**src/rtl/spirf_pkg.sv**
```systemverilog
package spirf_pkg;
   localparam int unsigned REG_W = 8;

   typedef enum logic [1:0] {
      RA_STATUS = 2'b00,
      RA_LINE   = 2'b01,
      RA_IO     = 2'b10,
      RA_MODE   = 2'b11
   } reg_addr_e;

   // status bit positions
   localparam int unsigned ST_WAKE   = 7;
   localparam int unsigned ST_AUXF   = 6;
   localparam int unsigned ST_INLVL  = 5;
   localparam int unsigned ST_LNLVL  = 4;
   localparam int unsigned ST_LINEF  = 3;
   localparam int unsigned ST_RAIL   = 2;
   localparam int unsigned ST_SUPPLY = 1;
   localparam int unsigned ST_OTEMP  = 0;

   // mode bit positions
   localparam int unsigned MD_RESET  = 7;
   localparam int unsigned MD_WAKEEN = 6;
   localparam int unsigned MD_UVEN   = 1;
   localparam int unsigned MD_RAILOFF = 0;

   localparam logic [REG_W-1:0] ST_INT_MASK = 8'hCF;
endpackage

```
**src/rtl/spirf_sync.sv**
```systemverilog
module spirf_sync #(
   parameter int unsigned STAGES  = 2,
   parameter logic        RST_VAL = 1'b0
) (
   input  logic clk,
   input  logic rst_n,
   input  logic d_i,
   output logic q_o
);
   if (STAGES < 2) begin : g_bad_stages
      $error("spirf_sync: STAGES must be at least 2");
   end

   logic [STAGES-1:0] chain;

   always_ff @(posedge clk or negedge rst_n) begin
      if (!rst_n) chain <= {STAGES{RST_VAL}};
      else        chain <= {chain[STAGES-2:0], d_i};
   end

   assign q_o = chain[STAGES-1];
endmodule

```
**src/rtl/spirf_frame.sv**
```systemverilog
module spirf_frame #(
   parameter int unsigned DATA_W      = 8,
   parameter int unsigned ADDR_W      = 2,
   parameter int unsigned PAD_W       = 5,
   parameter int unsigned SYNC_STAGES = 2
) (
   input  logic              clk,
   input  logic              rst_n,
   input  logic              sclk_i,
   input  logic              cs_n_i,
   input  logic              sdi_i,
   output logic              sdo_o,
   input  logic [DATA_W-1:0] rd_data_i,
   output logic [ADDR_W-1:0] addr_o,
   output logic              wr_o,
   output logic              addr_vld_o,
   output logic [DATA_W-1:0] snap_o,
   output logic [DATA_W-1:0] wdata_o,
   output logic              done_o
);
   localparam int unsigned HEAD_W  = 1 + PAD_W + ADDR_W;
   localparam int unsigned FRAME_W = HEAD_W + DATA_W;
   localparam int unsigned CNT_W   = $clog2(FRAME_W + 2);
   localparam int unsigned SH_W    = (HEAD_W > DATA_W) ? HEAD_W : DATA_W;
   localparam int unsigned IDX_W   = $clog2(DATA_W);

   logic sclk_s, cs_s, sdi_s;
   logic sclk_d, cs_d;

   spirf_sync #(.STAGES(SYNC_STAGES), .RST_VAL(1'b0)) u_sync_sclk
      (.clk(clk), .rst_n(rst_n), .d_i(sclk_i), .q_o(sclk_s));
   spirf_sync #(.STAGES(SYNC_STAGES), .RST_VAL(1'b1)) u_sync_cs
      (.clk(clk), .rst_n(rst_n), .d_i(cs_n_i), .q_o(cs_s));
   spirf_sync #(.STAGES(SYNC_STAGES), .RST_VAL(1'b0)) u_sync_sdi
      (.clk(clk), .rst_n(rst_n), .d_i(sdi_i), .q_o(sdi_s));

   logic              rise, cs_up;
   logic [SH_W-1:0]   shift, sh_next;
   logic [CNT_W-1:0]  cnt;
   logic [DATA_W-1:0] shadow;
   logic [ADDR_W-1:0] hdr_addr;
   logic              hdr_wr;
   logic              vld_q, done_q, sdo_q;
   logic [IDX_W-1:0]  ridx;
   logic              in_data;

   assign rise    = sclk_s & ~sclk_d & ~cs_s;
   assign cs_up   = cs_s & ~cs_d;
   assign sh_next = {shift[SH_W-2:0], sdi_s};
   assign ridx    = IDX_W'(CNT_W'(FRAME_W - 1) - cnt);
   assign in_data = (cnt >= CNT_W'(HEAD_W)) && (cnt < CNT_W'(FRAME_W));

   always_ff @(posedge clk or negedge rst_n) begin
      if (!rst_n) begin
         sclk_d   <= 1'b0;
         cs_d     <= 1'b1;
         shift    <= '0;
         cnt      <= '0;
         shadow   <= '0;
         hdr_addr <= '0;
         hdr_wr   <= 1'b0;
         vld_q    <= 1'b0;
         done_q   <= 1'b0;
         sdo_q    <= 1'b0;
      end else begin
         sclk_d <= sclk_s;
         cs_d   <= cs_s;
         vld_q  <= 1'b0;
         done_q <= cs_up && (cnt == CNT_W'(FRAME_W));
         if (cs_s) begin
            cnt <= '0;
         end else if (rise) begin
            shift <= sh_next;
            if (cnt != '1) cnt <= cnt + 1'b1;
            if (cnt == CNT_W'(HEAD_W - 1)) begin
               hdr_addr <= sh_next[ADDR_W-1:0];
               hdr_wr   <= sh_next[HEAD_W-1];
               vld_q    <= 1'b1;
            end
         end
         if (vld_q) shadow <= rd_data_i;
         sdo_q <= (!cs_s && !hdr_wr && in_data) ? shadow[ridx] : 1'b0;
      end
   end

   assign sdo_o      = sdo_q;
   assign addr_o     = hdr_addr;
   assign wr_o       = hdr_wr;
   assign addr_vld_o = vld_q;
   assign snap_o     = shadow;
   assign wdata_o    = shift[DATA_W-1:0];
   assign done_o     = done_q;

   assert_sdo_idle_R1: assert property (@(posedge clk) disable iff (!rst_n)
      cs_s |=> !sdo_o);
   assert_done_after_cs_R1: assert property (@(posedge clk) disable iff (!rst_n)
      done_o |-> cs_s);
endmodule

```
**src/rtl/spirf_cfg.sv**
```systemverilog
module spirf_cfg
   import spirf_pkg::*;
#(
   parameter int unsigned DATA_W = 8,
   parameter int unsigned ADDR_W = 2
) (
   input  logic              clk,
   input  logic              rst_n,
   input  logic              wr_en_i,
   input  logic [ADDR_W-1:0] wr_addr_i,
   input  logic [DATA_W-1:0] wr_data_i,
   input  logic              aux_fault_i,
   input  logic              line_fault_i,
   input  logic              supply_low_i,
   input  logic              overtemp_i,
   output logic [DATA_W-1:0] line_cfg_o,
   output logic [DATA_W-1:0] io_cfg_o,
   output logic [DATA_W-1:0] mode_o,
   output logic              hold_o,
   output logic              wake_en_o,
   output logic              uv_en_o
);
   logic [DATA_W-1:0] line_q, io_q;
   logic              rst_bit, wake_en, uv_en, rail_off;

   always_ff @(posedge clk or negedge rst_n) begin
      if (!rst_n) begin
         line_q   <= '0;
         io_q     <= '0;
         rst_bit  <= 1'b0;
         wake_en  <= 1'b0;
         uv_en    <= 1'b0;
         rail_off <= 1'b0;
      end else if (wr_en_i) begin
         unique case (reg_addr_e'(wr_addr_i))
            RA_LINE: line_q <= wr_data_i;
            RA_IO:   io_q   <= wr_data_i;
            RA_MODE: begin
               if (wr_data_i[MD_RESET]) begin
                  line_q   <= '0;
                  io_q     <= '0;
                  rst_bit  <= 1'b1;
                  wake_en  <= 1'b0;
                  uv_en    <= 1'b0;
                  rail_off <= 1'b0;
               end else begin
                  rst_bit  <= 1'b0;
                  wake_en  <= wr_data_i[MD_WAKEEN];
                  uv_en    <= wr_data_i[MD_UVEN];
                  rail_off <= wr_data_i[MD_RAILOFF];
               end
            end
            default: ;
         endcase
      end
   end

   assign line_cfg_o = line_q;
   assign io_cfg_o   = io_q;
   assign mode_o     = {rst_bit, wake_en, aux_fault_i, line_fault_i,
                        supply_low_i, overtemp_i, uv_en, rail_off};
   assign hold_o     = rst_bit;
   assign wake_en_o  = wake_en;
   assign uv_en_o    = uv_en;

   assert_status_write_ignored_R11: assert property (@(posedge clk) disable iff (!rst_n)
      (wr_en_i && wr_addr_i == ADDR_W'(RA_STATUS)) |=>
         ($stable(line_q) && $stable(io_q) && $stable(rst_bit) && $stable(wake_en)));
   assert_reset_write_R9: assert property (@(posedge clk) disable iff (!rst_n)
      (wr_en_i && wr_addr_i == ADDR_W'(RA_MODE) && wr_data_i[MD_RESET]) |=>
         (line_q == '0 && io_q == '0 && hold_o));
endmodule

```
**src/rtl/spirf_status.sv**
```systemverilog
module spirf_status
   import spirf_pkg::*;
#(
   parameter int unsigned DATA_W          = 8,
   parameter bit          CLEAR_SEEN_ONLY = 1'b1
) (
   input  logic              clk,
   input  logic              rst_n,
   input  logic              hold_i,
   input  logic              wake_pulse_i,
   input  logic              wake_en_i,
   input  logic              aux_fault_i,
   input  logic              line_fault_i,
   input  logic              rail_low_i,
   input  logic              supply_low_i,
   input  logic              overtemp_i,
   input  logic              clr_i,
   input  logic [DATA_W-1:0] clr_snap_i,
   output logic [DATA_W-1:0] int_o
);
   logic [DATA_W-1:0] int_q, set_v, clr_v;
   logic              rail_d, supply_d, otemp_d;

   if (CLEAR_SEEN_ONLY) begin : g_clr_seen
      assign clr_v = clr_i ? (clr_snap_i & ST_INT_MASK) : '0;
   end else begin : g_clr_all
      assign clr_v = clr_i ? ST_INT_MASK : '0;
   end

   always_comb begin
      set_v            = '0;
      set_v[ST_WAKE]   = wake_pulse_i & wake_en_i;
      set_v[ST_AUXF]   = aux_fault_i;
      set_v[ST_LINEF]  = line_fault_i;
      set_v[ST_RAIL]   = rail_low_i & ~rail_d;
      set_v[ST_SUPPLY] = supply_low_i & ~supply_d;
      set_v[ST_OTEMP]  = overtemp_i & ~otemp_d;
   end

   always_ff @(posedge clk or negedge rst_n) begin
      if (!rst_n) begin
         int_q    <= '0;
         rail_d   <= 1'b0;
         supply_d <= 1'b0;
         otemp_d  <= 1'b0;
      end else begin
         rail_d   <= rail_low_i;
         supply_d <= supply_low_i;
         otemp_d  <= overtemp_i;
         if (hold_i) int_q <= '0;
         else        int_q <= (int_q & ~clr_v) | set_v;
      end
   end

   assign int_o = int_q;

   assert_fault_rearms_R7: assert property (@(posedge clk) disable iff (!rst_n)
      (line_fault_i && !hold_i) |=> int_o[ST_LINEF]);
   assert_hold_clears_R9: assert property (@(posedge clk) disable iff (!rst_n)
      hold_i |=> (int_o == '0));
   assert_sticky_R6: assert property (@(posedge clk) disable iff (!rst_n)
      (!clr_i && !hold_i) |=> ((int_o & $past(int_o)) == $past(int_o)));
   assert_no_level_bits_R5: assert property (@(posedge clk) disable iff (!rst_n)
      $rose(clr_i) |=> (int_o[ST_INLVL] == 1'b0 && int_o[ST_LNLVL] == 1'b0));
endmodule

```
**src/rtl/spirf_top.sv**
```systemverilog
module spirf_top
   import spirf_pkg::*;
#(
   parameter int unsigned DATA_W          = 8,
   parameter int unsigned ADDR_W          = 2,
   parameter int unsigned PAD_W           = 5,
   parameter int unsigned SYNC_STAGES     = 2,
   parameter bit          CLEAR_SEEN_ONLY = 1'b1
) (
   input  logic              clk,
   input  logic              rst_n,
   input  logic              spi_sclk,
   input  logic              spi_cs_n,
   input  logic              spi_sdi,
   output logic              spi_sdo,
   input  logic              wake_pulse,
   input  logic              aux_fault,
   input  logic              line_fault,
   input  logic              rail_low,
   input  logic              supply_low,
   input  logic              overtemp,
   input  logic              in_lvl,
   input  logic              line_low,
   output logic              irq_n,
   output logic              uv_o,
   output logic [DATA_W-1:0] line_cfg,
   output logic [DATA_W-1:0] io_cfg,
   output logic [DATA_W-1:0] mode_reg
);
   if (DATA_W != REG_W) begin : g_bad_data_w
      $error("spirf_top: DATA_W must equal the fixed register width");
   end
   if (ADDR_W != 2) begin : g_bad_addr_w
      $error("spirf_top: four registers need a 2-bit address");
   end

   logic [DATA_W-1:0] rd_data, snap, wdata, int_bits, status_view;
   logic [ADDR_W-1:0] addr;
   logic              wr, addr_vld, done;
   logic              hold, wake_en, uv_en;
   logic              clr, wr_en;

   spirf_frame #(
      .DATA_W(DATA_W), .ADDR_W(ADDR_W), .PAD_W(PAD_W), .SYNC_STAGES(SYNC_STAGES)
   ) u_frame (
      .clk(clk), .rst_n(rst_n),
      .sclk_i(spi_sclk), .cs_n_i(spi_cs_n), .sdi_i(spi_sdi), .sdo_o(spi_sdo),
      .rd_data_i(rd_data), .addr_o(addr), .wr_o(wr), .addr_vld_o(addr_vld),
      .snap_o(snap), .wdata_o(wdata), .done_o(done)
   );

   assign wr_en = done & wr;
   assign clr   = done & ~wr & (addr == ADDR_W'(RA_STATUS));

   spirf_cfg #(.DATA_W(DATA_W), .ADDR_W(ADDR_W)) u_cfg (
      .clk(clk), .rst_n(rst_n),
      .wr_en_i(wr_en), .wr_addr_i(addr), .wr_data_i(wdata),
      .aux_fault_i(aux_fault), .line_fault_i(line_fault),
      .supply_low_i(supply_low), .overtemp_i(overtemp),
      .line_cfg_o(line_cfg), .io_cfg_o(io_cfg), .mode_o(mode_reg),
      .hold_o(hold), .wake_en_o(wake_en), .uv_en_o(uv_en)
   );

   spirf_status #(.DATA_W(DATA_W), .CLEAR_SEEN_ONLY(CLEAR_SEEN_ONLY)) u_status (
      .clk(clk), .rst_n(rst_n), .hold_i(hold),
      .wake_pulse_i(wake_pulse), .wake_en_i(wake_en),
      .aux_fault_i(aux_fault), .line_fault_i(line_fault),
      .rail_low_i(rail_low), .supply_low_i(supply_low), .overtemp_i(overtemp),
      .clr_i(clr), .clr_snap_i(snap), .int_o(int_bits)
   );

   always_comb begin
      status_view            = int_bits;
      status_view[ST_INLVL]  = in_lvl;
      status_view[ST_LNLVL]  = line_low;
   end

   always_comb begin
      unique case (reg_addr_e'(addr))
         RA_STATUS: rd_data = status_view;
         RA_LINE:   rd_data = line_cfg;
         RA_IO:     rd_data = io_cfg;
         default:   rd_data = mode_reg;
      endcase
   end

   assign irq_n = ~|(int_bits & ST_INT_MASK);
   assign uv_o  = supply_low | (rail_low & uv_en);

   assert_rail_irq_ungated_R10: assert property (@(posedge clk) disable iff (!rst_n)
      ($rose(rail_low) && !hold) |=> !irq_n);
endmodule

```
**config.mk**
```make
export PLATFORM = sky130hd
export DESIGN_NAME = spirf_top
export DESIGN_NICKNAME = d
export VERILOG_FILES = /design/src/rtl/spirf_pkg.sv /design/src/rtl/spirf_sync.sv /design/src/rtl/spirf_frame.sv /design/src/rtl/spirf_cfg.sv /design/src/rtl/spirf_status.sv /design/src/rtl/spirf_top.sv
export SDC_FILE = /design/constraint.sdc
export NUM_CORES = 1
export LEC_CHECK = 0
export CAP_MARGIN = 25
export CORE_MARGIN = 5
export CORE_UTILIZATION = 45
export CTS_CLUSTER_DIAMETER = 150
export DETAILED_ROUTE_END_ITERATION = 6
export HOLD_SLACK_MARGIN = 0.03
export PLACE_DENSITY = 0.7
export SYNTH_ARGS = -nofsm -noshare
export SYNTH_HDL_FRONTEND = slang
export SYNTH_SLANG_ARGS = --single-unit
```
**constraint.sdc**
```tcl
create_clock -name clk -period 1.8 [get_ports clk]
set_input_delay 0.18 -clock clk [delete_from_list [all_inputs] [get_ports clk]]
set_output_delay 0.18 -clock clk [all_outputs]
set_load 0.005 [all_outputs]
```
==> results of run 1 <==
-- power groups by stage --
stage | sequential [µW] | clock [µW] | combinational (µW)
after floorplan | 1600 | 0 | 168
after global placement | 1620 | 0 | 268
after detailed placement | 1620 | 0 | 273
after CTS | 1600 | 1340 | 278
after global routing | 1610 | 1410 | 308
final | 1600 | 1320 | 276
-- stage by stage --
| step | worst slack (ns) | cells | setup TNS (ns) | power [µW] | utilization |
|---|---|---|---|---|---|
| after floorplan | -0.006367 | 222 | -0.006367 | 1768 | - |
| after global placement | 0.04314 | 336 | 0 | 1889 | 0.5380 |
| after detailed placement | -0.004797 | 336 | -0.004797 | 1896 | 0.5380 |
| after CTS | -0.02365 | 355 | -0.02365 | 3217 | 0.5772 |
| after global routing | -0.08616 | 355 | -0.08616 | 3333 | 0.5794 |
| final | -0.008986 | 355 | -0.008986 | 3197 | 0.5794 |
-- registers in the layout, summed over array words and instances (netlist names), 2 cells and up --
register,count
u_cfg.line_cfg_o,8
u_frame.u_sync_sclk.chain,2
u_frame.addr_o,2
u_status.int_o,6
u_frame.u_sync_sdi.chain,2
u_cfg.io_cfg_o,8
u_frame.wdata_o,8
u_frame.snap_o,8
u_frame.u_sync_cs.chain,2
u_frame.cnt,5
-- cell usage after synthesis (all sizes together) (2+ instances only) --
master,number
nand4,2
nand2b,3
mux4,9
nor3b,3
dfrtp,61
nor2,3
nand3,2
or4b,2
ha,3
inv,13
nor2b,2
a2111oi,2
mux2,28
o21ai,18
and2,7
nand2,22
dfstp,3
buf,15
a21oi,12
-- routing by layer --
| metal | vias up | wire length, µm | global-route usage |
|---|---|---|---|
| met4 | 0 | 75 | 0.06948 |
| met5 | - | 0 | 0 |
| met1 | 947 | 2687 | 0.2141 |
| met2 | 39 | 3097 | 0.2567 |
| li1 | 886 | - | - |
| met3 | 8 | 188 | 0.04424 |
-- worst max path at each step --
| stage | endpoint | startpoint | slack [ns] |
|---|---|---|---|
| floorplan | u_frame.cnt[3] | u_frame.cnt[0] | -0.006 |
| global placement | u_frame.cnt[3] | u_frame.cnt[1] | 0.04 |
| detailed placement | u_frame.cnt[3] | u_frame.cnt[1] | -0.005 |
| CTS | u_frame.cnt[3] | u_frame.cnt[1] | -0.02 |
| global route | u_frame.cnt[3] | u_frame.cnt[1] | -0.09 |
| finish | u_frame.cnt[3] | u_frame.cnt[0] | -0.009 |
-- final cells by class --
class	count	area, µm²	area share
clock buffer	14	182.7	0.05022
clock inverter	2	35.03	0.009632
inverter	13	48.80	0.01342
multi-input combinational	129	1146	0.3151
sequential	64	1605	0.4413
tap	77	96.34	0.02649
timing repair buffer	56	523.0	0.1438
-- worst max-delay path, cell delays in order, from the launching register on --
cell and delay [ns]:
dfrtp_1 0.41, ha_4 0.17, and3_4 0.18, ha_4 0.15, or3b_4 0.39, or3_4 0.33, a21oi_2 0.11
-- cell usage in the layout, fill, tap and decap left out, drive strengths merged, types with 7 or more instances in the layout --
master         instances
clkdlybuf4s50         37
nand2                 22
buf                   18
and2                   7
mux4                   9
dfrtp                 61
mux2                  28
a21oi                 12
inv                   13
clkbuf                14
o21ai                 18
-- kinds of logic after synthesis --
| group | synth area share |
|---|---|
| XOR/XNOR | 0.003052 |
| buffers and inverters | 0.05972 |
| AND/OR/NAND/NOR | 0.1129 |
| AO/OA/AOI/OAI | 0.06757 |
| flip-flops | 0.5593 |
| multiplexers | 0.1844 |
| adder cells (fa/ha/maj) | 0.01308 |
-- repair_timing --
action                                  in CTS  in global routing
pin swaps                                    3                  1
setup buffers                                2                  0
endpoints found under the setup margin       2                  4
hold buffers                                 1                  0
endpoints found under the hold margin       61                  0
gates resized for setup                      6                  4
==> flow_summary.json, run 1 <==
{
  "drcViolationCount": 0,
  "min_to": "u_frame.u_sync_cs.chain[0]",
  "dieHeight_um": 89.87,
  "final_cell_area_mm2": 0.003637,
  "yosys_warnings": 0,
  "num_io_pins": 40,
  "min_from": "spi_cs_n",
  "die_area_mm2": 0.008076,
  "cts_root_buf": "clkbuf_8",
  "min_period_ns": 1.809,
  "synthesis.area_mm2": 0.002870,
  "hold_slack_ns": 0.2441,
  "worstPathRequired_ns": 2.07,
  "vias": 1880,
  "p_comb_frac": 0.086,
  "antenna_found_initial": 0,
  "critPathArrivalTime_ns": 2.08,
  "netSwitchingFraction": 0.2298,
  "clockPowerShare": 0.414,
  "synth_top_flop_cell": "dfrtp_1",
  "ys_ff_latch": 64,
  "cts_made_buffers": 9,
  "maxCapViolCount": 0,
  "async_flop_share": 1.000,
  "finalCritPeriodShare": 1.005,
  "drt_iter0_drc": 87,
  "ys_seq_area_frac": 0.5593,
  "holdPathStages": 1,
  "relSlewSlack": 0.7254,
  "hold_viol_final": 0,
  "synth_top_area_frac": 0.5318,
  "cts_tree": "yes",
  "post_drt_wl_per_cell_um": 17.04,
  "reg2reg_setup_slack_ns": -0.009,
  "yosysUniqueCellTypes": 40,
  "status": "finished with violations",
  "slew_violations": 0,
  "routed_via_density": 5.296,
  "intPower_uw": 2462,
  "grt_pass1_vias": 1985,
  "grt_util_all_layers": 0.1636,
  "skew_ns": 0.005386,
  "drt-pass1-iter-count": 4,
  "clock.fmax_mhz": 552.8,
  "synth_top_area_cell": "dfrtp_1",
  "violations": "setup timing",
  "worst_slew_pin_slew_ns": 0.4015,
  "worst_slack_ns": -0.008986,
  "end_kind": "flop",
  "avgSynthCellArea_um2": 12.93,
  "grt_pass1_wl_um": 10530,
  "p_seq_frac": 0.500,
  "rows": 29,
  "syn_inst": 222,
  "path_class": "reg2reg",
  "postRouteAntennaNets": 0,
  "synth_area_leaders": "dfrtp_1, mux2_2, mux4_2, o21ai_0, buf_4",
  "power_density_mw_per_mm2": 878.8,
  "p_leak_uw": 0.001569,
  "startpoint_type": "flop",
  "hold_class": "in2reg",
  "placement.cell_area_mm2": 0.003377,
  "cts_buffer_depth": 2,
  "antennaDiodeCount": 0,
  "area_growth_pct": 26.72,
  "cts.sinks": 64,
  "synth_edf_count": 0,
  "gr-total-overflow": 0,
  "core_area_mm2": 0.006277,
  "io_buffers": 39,
  "initial_core_util": 0.4572,
  "p_switching_uw": 734.4,
  "drive_gt1_frac": 0.3058,
  "grt_max_degree": 65,
  "wl_um": 6049,
  "rr_endpoint": "u_frame.cnt[3]",
  "dieWidth_um": 89.87,
  "syn_nets": 238,
  "r2r-start": "u_frame.cnt[0]",
  "cp_max_fo": 2,
  "setup_violations": 1,
  "fill_cells": 511,
  "final_nets": 289,
  "cts_htree_levels": 3,
  "peakVddDrop_v": 0.0005832,
  "gp_congestion": 0.7896,
  "post-dp-hpwl_um": 4358,
  "clk_latency_ns": 0.34,
  "rsz0062_at_grt": "true",
  "clk_pin_slew_worst_paths_ns": 0.06,
  "rr_worst_depth": 6
}
(Power assumes the default switching activity.)
==> inputs of run 2 (changes only) <==
--- a/config.mk
+++ b/config.mk
@@ -6,12 +6,13 @@
 export NUM_CORES = 1
 export LEC_CHECK = 0
 export CAP_MARGIN = 25
-export CORE_MARGIN = 5
 export CORE_UTILIZATION = 45
 export CTS_CLUSTER_DIAMETER = 150
 export DETAILED_ROUTE_END_ITERATION = 6
 export HOLD_SLACK_MARGIN = 0.03
 export PLACE_DENSITY = 0.7
+export SETUP_SLACK_MARGIN = 0.15
 export SYNTH_ARGS = -nofsm -noshare
 export SYNTH_HDL_FRONTEND = slang
+export SYNTH_HIERARCHICAL = 1
 export SYNTH_SLANG_ARGS = --single-unit
==> run 2 against run 1 <==
  * The flow still finishes with violations (setup timing)
  * Non-clock buffer count fell by 1
  * Clock power fell by 8%
  * Critical endpoint is now u_frame/cnt[3]
  * Global-route usage rose by 3.7 points
==> flow_summary.json, run 2 <==
{
  "power_density_mw_per_mm2": 850.0,
  "critPathArrivalTime_ns": 2.07,
  "cts_root_buf": "clkbuf_8",
  "cts.sinks": 64,
  "worst_slew_pin_slew_ns": 0.6187,
  "maxCapViolCount": 0,
  "drt_iter0_drc": 95,
  "slew_violations": 0,
  "grt_pass1_vias": 1765,
  "drcViolationCount": 0,
  "violations": "setup timing",
  "cts_buffer_depth": 2,
  "setup_violations": 1,
  "routed_via_density": 5.336,
  "final_common_cell": "dfrtp_1",
  "antennaDiodeCount": 0,
  "worst_path_max_delay_cell": "dfrtp_2",
  "skew_ns": 0.007634,
  "placement.cell_area_mm2": 0.003328,
  "p_leak_uw": 0.001601,
  "wl_um": 5856,
  "crit_top_cell": "ha_4",
  "postRouteAntennaNets": 0,
  "rsz0062_at_grt": "true",
  "initial_core_util": 0.4708,
  "avgSynthCellArea_um2": 14.10,
  "rows": 28,
  "post-dp-hpwl_um": 4048,
  "synthesis.area_mm2": 0.002820,
  "cts_htree_levels": 3,
  "cp_max_fo": 2,
  "post_drt_wl_per_cell_um": 17.59,
  "dieWidth_um": 81.17,
  "cp_cell_sequence": "ha_4 -> and3_4 -> ha_4 -> or3b_4 -> or3_4 -> a21oi_2",
  "hold_viol_final": 0,
  "drt-pass1-iter-count": 4,
  "final_nets": 269,
  "worstPathRequired_ns": 2.06,
  "area_growth_pct": 28.13,
  "startpoint_type": "flop",
  "syn_inst": 200,
  "gr-total-overflow": 0,
  "relSlewSlack": 0.5875,
  "gp_congestion": 0.7926,
  "grt_util_all_layers": 0.2005,
  "cts_made_buffers": 9,
  "clock.fmax_mhz": 554.4,
  "clk_latency_ns": 0.33,
  "place_inst": 311,
  "final_cell_area_mm2": 0.003613,
  "antenna_found_initial": 0,
  "grt_pass1_wl_um": 9411,
  "min_period_ns": 1.804,
  "clk_pin_slew_worst_paths_ns": 0.07,
  "dieHeight_um": 81.17,
  "path_class": "reg2reg",
  "end_kind": "flop",
  "hold_slack_ns": 0.2580,
  "status": "finished with violations",
  "yosys_warnings": 6,
  "hold_class": "in2reg",
  "vias": 1777,
  "drive_gt1_frac": 0.3333,
  "critPathMaxStageDelay_ns": 0.42,
  "layout_common_cells": "dfrtp_1, clkdlybuf4s50_1, a22o_1, mux2_2, nand2_1",
  "die_area_mm2": 0.006588,
  "final_cells": 333,
  "peakVddDrop_v": 0.0007006,
  "io_buffers": 39,
  "num_io_pins": 40,
  "syn_nets": 216,
  "worst_slack_ns": -0.003657,
  "cts_tree": "yes",
  "finalCritPeriodShare": 1.002,
  "grt_max_degree": 46,
  "core_area_mm2": 0.005991
}
[run 2: worst paths after layout]
kind	from	end	slack [ns]	cells after the start
max	u_frame/cnt[0]	u_frame/cnt[3]	-0.004	6
min	spi_cs_n	u_frame/u_sync_cs/chain[0]	0.26	1
max reg2reg	u_frame/cnt[0]	u_frame/cnt[3]	-0.004	6
min reg2reg	u_frame/u_sync_sdi/chain[0]	u_frame/u_sync_sdi/chain[1]	0.35	0
max in group asynchronous	rst_n	u_frame/u_sync_cs/chain[1]	0.82	3
min in group asynchronous	rst_n	u_frame/wdata_o[2]	0.34	2
[run 2: repair_timing]
item                                    in CTS  in global routing
gates cloned                                 0                  0
endpoints found under the hold margin       19                  0
hold buffers                                 1                  0
pin swaps                                    0                  3
setup buffers                                2                  3
endpoints found under the setup margin       6                  6
resized for setup                            5                  8
[run 2: power breakdown]
group / leakage (µW) / switching [µW] / internal, µW / total, µW
Sequential: 0.000818 / 101 / 1530 / 1630
Combinational: 0.000680 / 96.8 / 125 / 222
Clock: 0.000103 / 508 / 712 / 1220
[run 2: area by class of cell]
cell class	count	area [µm²]
clock buffer	13	158.9
fill	467	2377
sequential	64	1608
multi-input combinational	117	1167
tap	75	93.84
clock inverter	3	40.04
timing repair buffer	55	523.0
inverter	6	22.52
[run 2: critical path, delay by kind of cell (launching register included)]
family	cells	cell delay [ns]
simple gates	3	0.88
fa+ha+maj	2	0.31
compound gates	1	0.11
flops	1	0.42
[run 2: per-stage QoR]
step	total power [µW]	setup WS, ns	setup TNS (ns)	utilization
floorplan	1752	-0.01471	-0.01471	-
global route	3220	-0.04438	-0.1477	0.6032
detailed placement	1871	0.007059	0	0.5556
CTS	3103	0.004248	0	0.5946
global placement	1867	0.03678	0	0.5556
finish	3071	-0.003657	-0.003657	0.6032
[run 2: routing by layer]
metal | global-route usage | routed length (µm)
met3 | 0.04045 | 227
met5 | 0 | 0
met1 | 0.2787 | 2627
met2 | 0.2975 | 2877
met4 | 0.1036 | 124
